**config.mk**
```make
export PLATFORM = sky130hd
export DESIGN_NAME = mag_cmp_wide
export DESIGN_NICKNAME = d
export VERILOG_FILES = /design/src/rtl/magcmp_pkg.sv /design/src/rtl/mcw_dirvec.sv /design/src/rtl/mcw_leadmask.sv /design/src/rtl/mcw_crossreduce.sv /design/src/rtl/mag_cmp_wide.sv
export SDC_FILE = /design/constraint.sdc
export NUM_CORES = 1
export LEC_CHECK = 0
export BUFFER_PORTS_ARGS = -buffer_cell sky130_fd_sc_hd__buf_2
export CORE_ASPECT_RATIO = 0.8
export CORE_MARGIN = 1.5
export CORE_UTILIZATION = 49
export DETAILED_ROUTE_END_ITERATION = 7
export PLACE_DENSITY = 0.8
export SYNTH_ARGS = -nofsm -noshare
export SYNTH_HDL_FRONTEND = slang
export SYNTH_SLANG_ARGS = --single-unit
```
**constraint.sdc**
```tcl
create_clock -name clk -period 1.8 [get_ports clk]
set_input_delay 0.27 -clock clk [delete_from_list [all_inputs] [get_ports clk]]
set_output_delay 0.27 -clock clk [all_outputs]
set_load 0.02 [all_outputs]
```
**src/rtl/magcmp_pkg.sv**
```systemverilog
`timescale 1ns/1ps
package magcmp_pkg;

  typedef struct packed {
    logic eq;
    logic gt;
    logic lt;
  } cmp_res_t;

  // Turn the two reduction flags into the three-way result.
  function automatic cmp_res_t decide(input logic any_gt, input logic any_lt);
    cmp_res_t r;
    r.gt = any_gt & ~any_lt;
    r.lt = any_lt & ~any_gt;
    r.eq = ~any_gt & ~any_lt;
    return r;
  endfunction

endpackage

```
**src/rtl/mcw_dirvec.sv**
```systemverilog
`timescale 1ns/1ps
module mcw_dirvec #(
  parameter int W = 64
) (
  input  logic [W-1:0] a,
  input  logic [W-1:0] b,
  output logic [W-1:0] a_over,
  output logic [W-1:0] b_over
);
  // One-sided difference vectors: where a alone holds a one, where b alone does.
  assign a_over = a & ~b;
  assign b_over = ~a & b;
endmodule

```
**src/rtl/mcw_leadmask.sv**
```systemverilog
`timescale 1ns/1ps
module mcw_leadmask #(
  parameter int W = 64
) (
  input  logic [W-1:0] vec,
  output logic [W-1:0] mask
);
  // mask[i] is 1 when vec holds no one at i or above, so the ones fill the
  // positions strictly above the highest set bit. Every bit is an independent NOR.
  for (genvar i = 0; i < W; i++) begin : g_bit
    assign mask[i] = ~(|vec[W-1:i]);
  end
endmodule

```
**src/rtl/mcw_crossreduce.sv**
```systemverilog
`timescale 1ns/1ps
module mcw_crossreduce
  import magcmp_pkg::*;
#(
  parameter int W = 64
) (
  input  logic [W-1:0] mask_g,
  input  logic [W-1:0] mask_l,
  output cmp_res_t     res
);
  logic [W-1:0] g_wins;
  logic [W-1:0] l_wins;
  // The vector with the higher leading one has the shorter run of ones.
  assign g_wins = ~mask_g & mask_l;
  assign l_wins = mask_g & ~mask_l;
  assign res    = decide(|g_wins, |l_wins);
endmodule

```
**src/rtl/mag_cmp_wide.sv**
```systemverilog
`timescale 1ns/1ps
module mag_cmp_wide
  import magcmp_pkg::*;
#(
  parameter int W    = 64,
  parameter bit PIPE = 1'b1
) (
  input  logic         clk,
  input  logic         rst_n,
  input  logic         in_valid,
  input  logic [W-1:0] a,
  input  logic [W-1:0] b,
  output logic         out_valid,
  output logic         a_eq,
  output logic         a_gt,
  output logic         a_lt
);
  logic [W-1:0] g_vec;
  logic [W-1:0] l_vec;
  logic [W-1:0] mask_g_d;
  logic [W-1:0] mask_l_d;
  logic [W-1:0] mask_g_s;
  logic [W-1:0] mask_l_s;
  logic         valid_s;
  cmp_res_t     res;

  mcw_dirvec #(.W(W)) u_dir (
    .a      (a),
    .b      (b),
    .a_over (g_vec),
    .b_over (l_vec)
  );

  mcw_leadmask #(.W(W)) u_mask_g (.vec(g_vec), .mask(mask_g_d));
  mcw_leadmask #(.W(W)) u_mask_l (.vec(l_vec), .mask(mask_l_d));

  if (PIPE) begin : g_stage
    logic [W-1:0] mg_q;
    logic [W-1:0] ml_q;
    logic         v_q;
    always_ff @(posedge clk or negedge rst_n) begin
      if (!rst_n) begin
        mg_q <= '0;
        ml_q <= '0;
        v_q  <= 1'b0;
      end else begin
        mg_q <= mask_g_d;
        ml_q <= mask_l_d;
        v_q  <= in_valid;
      end
    end
    assign mask_g_s = mg_q;
    assign mask_l_s = ml_q;
    assign valid_s  = v_q;
  end else begin : g_flow
    assign mask_g_s = mask_g_d;
    assign mask_l_s = mask_l_d;
    assign valid_s  = in_valid;
  end

  mcw_crossreduce #(.W(W)) u_red (
    .mask_g (mask_g_s),
    .mask_l (mask_l_s),
    .res    (res)
  );

  assign out_valid = valid_s;
  assign a_eq      = res.eq;
  assign a_gt      = res.gt;
  assign a_lt      = res.lt;
endmodule

```
# == Yosys cells after proc, flatten, opt, wreduce, memory -nomap -nowiden ==
# Index checks and enable logic that the tools add are counted.
# word_totals
regBits,129
in_bits,131
# op_classes
n_reduce_logical,128
bitwise_logic,141
# op_table
op,n
AND 64 bit,4
inverter 64 bit,4
OR reduction 64 bit,4
inverter 1 bit,130
OR reduction 63 bit,2
OR reduction 62 bit,2
OR reduction 61 bit,2
OR reduction 60 bit,2
OR reduction 59 bit,2
OR reduction 58 bit,2
OR reduction 57 bit,2
OR reduction 56 bit,2
OR reduction 55 bit,2
OR reduction 54 bit,2
OR reduction 53 bit,2
OR reduction 52 bit,2
OR reduction 51 bit,2
OR reduction 50 bit,2
OR reduction 49 bit,2
OR reduction 48 bit,2
OR reduction 47 bit,2
OR reduction 46 bit,2
OR reduction 45 bit,2
OR reduction 44 bit,2
other kinds (43),87

# == Logic depth before layout (Yosys ltp) ==
# Gate-level depths: netlist of run 1.
# logic_depth
depth_word,5
mapped_depth,9
depth_no_buf,9

# == Hierarchy ==
# From an unflattened synthesis of run 1, not the netlist that was laid out.
# unflattened
hier_cells,651
hier_area_um2,7106.8
# modules_own_cells
module,area_each_um2,seq_area_each_um2,cells_per_inst,instances
mag_cmp_wide,3228.1,3228.1,129,1
mcw_leadmask,828.3,0.0,118,2
mcw_dirvec,1121.1,0.0,128,1
mcw_crossreduce,1101.1,0.0,158,1

# == Worst setup path after synthesis of run 1 ==
# Ideal clock, no wire load.
# synth_path
path_kind,input port to flip-flop
startpoint,in a[58]
endpoint,reg g_stage.mg_q[12]
path_stages,7
arrival_time_ns,2.258
n_path_buf,1
setup_ns,0.095
path_slack_ns,-0.552
path_cell_list,nor2b_1 > or4_4 > nand4bb_4 > or4_4 > buf_6 > or2_4 > nor4_4
# synth_via
elab_chain_len,3
# synth_rtl
item,line,source
from (decl),mag_cmp_wide.sv:11,"input logic [W-1:0] a,"
AND 64 bit,mcw_dirvec.sv:11,assign a_over = a & ~b;
OR reduction 52 bit,mcw_leadmask.sv:11,assign mask[i] = ~(|vec[W-1:i]);
inverter 1 bit,mcw_leadmask.sv:11,
via mask_g_d[12],mag_cmp_wide.sv:20,logic [W-1:0] mask_g_d;
to (signal assigned),mag_cmp_wide.sv:47,mg_q <= mask_g_d;
to (decl),mag_cmp_wide.sv:38,logic [W-1:0] mg_q;
# The timed path passes the listed nets, and every way through them passes these cells.

# == Worst setup path after layout of run 1 ==
# layout_path
startpoint,reg g_stage.ml_q[62]
endpoint,out a_gt
# layout_via
elab_chain_len,5
word_cells_on_any_way,7
# layout_rtl
item,line,source
from (decl),mag_cmp_wide.sv:39,logic [W-1:0] ml_q;
from (signal assigned),mag_cmp_wide.sv:48,ml_q <= mask_l_d;
inverter 64 bit,mcw_crossreduce.sv:15,assign l_wins = mask_g & ~mask_l;
AND 64 bit,mcw_crossreduce.sv:15,
OR reduction 64 bit,mcw_crossreduce.sv:16,"assign res = decide(|g_wins, |l_wins);"
inverter 1 bit,magcmp_pkg.sv:13,r.gt = any_gt & ~any_lt;
AND 1 bit (*),magcmp_pkg.sv:13,
to (decl),mag_cmp_wide.sv:15,"output logic a_gt,"
# Mark *: on every way between the ends. The rest lies on a longest branch, timed or not.

==> results.ini, run 1 <==
[global_route]
grt_max_degree=56
grt_pass1_wl_um=34300
antenna_found_initial=0
overflow=0
grt_usage=0.356
first_global_vias=6542

[worst_setup_path]
end_kind=primary output
critPathLaunch=g_stage.ml_q[62]
worstPathMaxFanout=3
cp_data_arrival_time_ns=2.36
required_ns=1.53
setup.worst_path.class=reg -> out
crit_end=a_gt
cp-start-kind=flop

[detailed_routing]
drt-met1-wl_um=9350
drc=0
top_layer=met4
dr.pass1.iters=5
via_count=6621
wire_per_inst_um=21.0
met3_wirelength_um=2650
detail-route-antenna-nets=0
initialDrtViolationCount=726
dr_wl_met2_um=11300
avgViaCountPerCell=5.67
routed_wl_um=24500

[timing]
finalSetupViolCount=33
tightestPinTransition_ns=0.493
setup_tns_ns=-5.00
slew-limit-headroom=0.663
fin_crit_sh=1.46
rsz0062_at_grt=yes
hold_viol=0
slew_violations=0
finalCriticalPeriod_ns=2.63
fmax_ghz=0.380
worst_slack_ns=-0.833

[finish]
num-fill-cells=718
drive_gt1_frac=0.463
nNetsFinal=1115
num_antenna_cells=0
area_delta_synth_final_pct=58.6

[clock_network]
cts_max_path_buffers=2
cts_tree=yes
clkSlewWorstSetupHoldPaths_ns=0.06
cts.htree.levels=4
root_buffer=clkbuf_16
cts_made_buffers=17
cts_sinks=129

[outcome]
status=finished, violations left
violations=setup timing

[power]
total_leakage_power_nw=4.99
power-per-cell-area_mw_per_mm2=808
ir_worst_vdd_uv=685

[synthesis]
synth-warning-count=0
synth_area_leader_cell=dfrtp_1
syn_avg_cell_area_sq_um=9.44
synth_edf_count=0
post_synth_num_cell_types=51
syn_inst=652
synth-seq-cells=129
ys_seq_area_frac=0.524
synth_area_leaders=dfrtp_1 (52%), inv_1 (8.5%), nor2b_1 (7.4%)
synthArstFlopShare=1.00
syn_area_sq_mm=0.00616
synth_nets=783
netlist.area_leader.share=0.524
synth.most_common_cell=inv_1
synthTopCellsByCount=inv_1 (140), dfrtp_1 (129), nor2b_1 (73), nor2_1 (50), nor3_1 (36)
synth_flop_cell=dfrtp_1

[place]
dp_slack_ns=-0.529
routabilityCongestion=1.05
hpwl_um=16400
place.port_buffers=134

[floorplanning]
core-area_sq_mm=0.0122
die_area_sq_mm=0.0133
start_util=0.504
die_y_um=103
die_w_um=128
num_rows=36
io_pins=135

[job]
drv_cap=0

[worst_hold_path]
hp-class=in -> reg

## critical path, stage by stage (launching register included)
cell      delay (ns)
dfrtp_1         0.37
inv_1           0.10
o22ai_1         0.11
a221oi_1        0.34
nand4_1         0.15
or4_4           0.60
nor2b_4         0.16
buf_6           0.12
## logic make-up (layout without fill, tap and decap cells)
logic type,Yosys count,after routing,share of synthesized area
buf+inv,144,489,0.0898
simple gates,262,262,0.246
compound gates,117,117,0.140
flops,129,129,0.524
## layout make-up
cell class	count	area (sq um)	share of cell area
Clock inverter	12	180	0.0184
Timing Repair Buffer	315	2170	0.222
Sequential cell	129	3230	0.331
Clock buffer	20	457	0.0468
Inverter	142	551	0.0564
Multi-Input combinational cell	379	2970	0.304
Tap cell	171	214	0.0219
## sequential cells by signal, summed over array words and instances (netlist names)
name / cells
g_stage.ml_q: 64
g_stage.mg_q: 64
out_valid: 1
## stage by stage
stage / cells / hold WS [ns] / instance area (sq um) / total power, W / utilization
after floorplan: 652 / -0.0256 / 6300 / 0.00339 / -
after global placement: 1109 / 0.230 / 8350 / 0.00397 / 0.684
after global routing: 1168 / 0.0359 / 9770 / 0.00811 / 0.800
final: 1168 / 0.0286 / 9770 / 0.00789 / 0.800
after detailed placement: 1109 / 0.241 / 8350 / 0.00399 / 0.684
after CTS: 1162 / 0.0255 / 9390 / 0.00776 / 0.769
## layout by cell type, fill, tap and decap left out, types with 5 or more instances in the layout
cell type,instances
o21ai_0,8
nor2_4,5
clkbuf_16,17
buf_6,20
a22o_1,7
o2bb2ai_1,8
nand4_1,8
nor3_4,6
o22ai_1,27
buf_2,124
nor4_1,5
dfrtp_1,129
nor4_4,6
nor3_2,5
or4_4,7
buf_4,166
a221oi_2,11
nor3_1,26
nand2b_1,7
nand2_1,18
inv_2,12
a221oi_1,15
nor2_1,40
nand3_1,8
nor2b_4,9
inv_1,127
nor2b_1,63
a21oi_2,5
nor2_2,5
a21oi_1,14
## worst min path at each step
stage | cells past startpoint | endpoint | slack (ns) | from
final | 2 | g_stage.ml_q[40] | 0.03 | b[40]
after global routing | 2 | g_stage.ml_q[40] | 0.04 | b[40]
after CTS | 2 | g_stage.ml_q[40] | 0.03 | b[40]
after detailed placement | 1 | g_stage.mg_q[62] | 0.24 | rst_n
after global placement | 1 | g_stage.ml_q[63] | 0.23 | rst_n
after floorplan | 0 | g_stage.mg_q[0] | -0.03 | rst_n
## power breakdown
part           internal [W]  switching [W]  total [W]
Clock               0.00240        0.00137    0.00376
Combinational      0.000566       0.000593    0.00116
Sequential          0.00294      0.0000280    0.00297
## what timing repair did
item | in CTS | in global routing
hold buffers | 2 | 0
gates resized for setup | 59 | 66
endpoints found under the setup margin | 42 | 71
pin swaps | 14 | 18
setup buffers | 19 | 6
endpoints found under the hold margin | 29 | 0
## routing by layer
layer,vias up,track usage
li1,2892,-
met1,3170,0.456
met2,447,0.577
met3,112,0.0864
met4,0,0.175
met5,-,0
Power figures use the tool's default switching activity.
==> run 2: changes to the inputs <==
--- a/config.mk
+++ b/config.mk
@@ -8,9 +8,10 @@
 export BUFFER_PORTS_ARGS = -buffer_cell sky130_fd_sc_hd__buf_2
 export CORE_ASPECT_RATIO = 0.8
 export CORE_MARGIN = 1.5
-export CORE_UTILIZATION = 49
+export CORE_UTILIZATION = 31
 export DETAILED_ROUTE_END_ITERATION = 7
-export PLACE_DENSITY = 0.8
+export GPL_TIMING_DRIVEN = 0
+export PLACE_DENSITY = 0.56
 export SYNTH_ARGS = -nofsm -noshare
 export SYNTH_HDL_FRONTEND = slang
 export SYNTH_SLANG_ARGS = --single-unit
==> constraint.sdc (replaced) <==
create_clock -name clk -period 1.8 [get_ports clk]
set_input_delay 0.18 -clock clk [delete_from_list [all_inputs] [get_ports clk]]
set_output_delay 0.18 -clock clk [all_outputs]
set_load 0.02 [all_outputs]
==> results.ini, run 2 (synthesis results as in run 1) <==
[outcome]
status=finished, violations left
violations=setup timing

[finish]
stdcell_count=1113
area_delta_synth_final_pct=42.3
num_antenna_cells=0
drive_gt1_frac=0.363
num-fill-cells=1834
nNetsFinal=973
final_util=0.456
final_cell_mix=inv_1 (129), dfrtp_1 (129), buf_2 (128)

[detailed_routing]
avgViaCountPerCell=4.96
drc=0
dr.pass1.iters=5
routed_wl_um=20700
wire_per_inst_um=18.6
initialDrtViolationCount=403
detail-route-antenna-nets=0
via_count=5516

[job]
drv_cap=0

[global_route]
grt_pass1_wl_um=31000
first_global_vias=5363
overflow=0
antenna_found_initial=0
grt_usage=0.205
grt_max_degree=66

[place]
place.port_buffers=134
dp.cells=1045
routabilityCongestion=0.889
hpwl_um=16200

[power]
power-per-cell-area_mw_per_mm2=832
ir_worst_vdd_uv=610
total_leakage_power_nw=4.26
total_power_w=0.00729

[floorplanning]
die_w_um=161
die_area_sq_mm=0.0207
io_pins=135
num_rows=45
core-area_sq_mm=0.0192
start_util=0.321
die_y_um=129

[clock_network]
cts_max_path_buffers=2
root_buffer=clkbuf_16
cts.htree.levels=4
cts_tree=yes
clkSlewWorstSetupHoldPaths_ns=0.06
cts_sinks=129
cts_made_buffers=17

[timing]
finalCriticalPeriod_ns=2.52
slew-limit-headroom=0.588
worst_slack_ns=-0.723
rsz0062_at_grt=yes
tightestPinTransition_ns=0.618
fin_crit_sh=1.40
fmax_ghz=0.396
setup_tns_ns=-3.21
holdWs_ns=0.0206
slew_violations=0
finalSetupViolCount=22
hold_viol=0

[worst_setup_path]
end_kind=primary output
required_ns=1.62
cp-start-kind=flop
critPathLaunch=g_stage.mg_q[48]
cp_slowest_cell=or4_4
path_delay_family=simple AND/OR/NAND/NOR gates
setup.worst_path.class=reg -> out
critPathBufInv=1
crit_chain=a22o_1 > nor4_2 > nand3_1 > or4_4 > nor2b_4 > buf_6
cp_slowest_stage_delay_ns=0.61
cp_data_arrival_time_ns=2.34
worstPathMaxFanout=3

[worst_hold_path]
hp-class=in -> reg
hp-start=b[47]

run 2: layout make-up:
cell class,count,area [sq um],share of cell area
timing repair buffer,172,1070,0.123
multi-input combinational,379,2970,0.339
clock inverter,12,133,0.0151
sequential,129,3230,0.368
buffer,1,20.0,0.00228
tap,258,323,0.0368
clock buffer,20,457,0.0521
inverter,142,556,0.0634
run 2: metal layers:
metal | part of all wire | vias to the layer above | GRT usage
met5 | 0 | - | 0
met4 | 0.0091 | 0 | 0.0561
met3 | 0.067 | 19 | 0.0403
met2 | 0.43 | 209 | 0.307
met1 | 0.49 | 2673 | 0.301
li1 | - | 2615 | -
run 2: power by group:
group | switching (W) | internal, W | total [W]
clock | 0.00131 | 0.00211 | 0.00342
sequential | 0.0000275 | 0.00294 | 0.00297
combinational | 0.000514 | 0.000388 | 0.000901
run 2: final timing paths:
path                                     to  cells after the start
max in group asynchronous  g_stage.ml_q[21]                      3
min                        g_stage.mg_q[47]                      3
min in group asynchronous         out_valid                      2
max                                    a_lt                      6
run 2: per-stage QoR:
stage | area (sq um) | worst slack, ns
final | 8760 | -0.723
after global routing | 8760 | -0.786
after global placement | 7260 | -1.16
after detailed placement | 7290 | -0.785
after floorplan | 6260 | -0.281
after CTS | 8340 | -0.779
run 2: timing repair:
item	4_1_cts	5_1_grt
buffers inserted	14	12
cloned	0	0
setup endpoints to repair	57	55
endpoints found under the hold margin	74	0
resized for setup	58	68
pin swaps	12	19
hold buffers	11	0
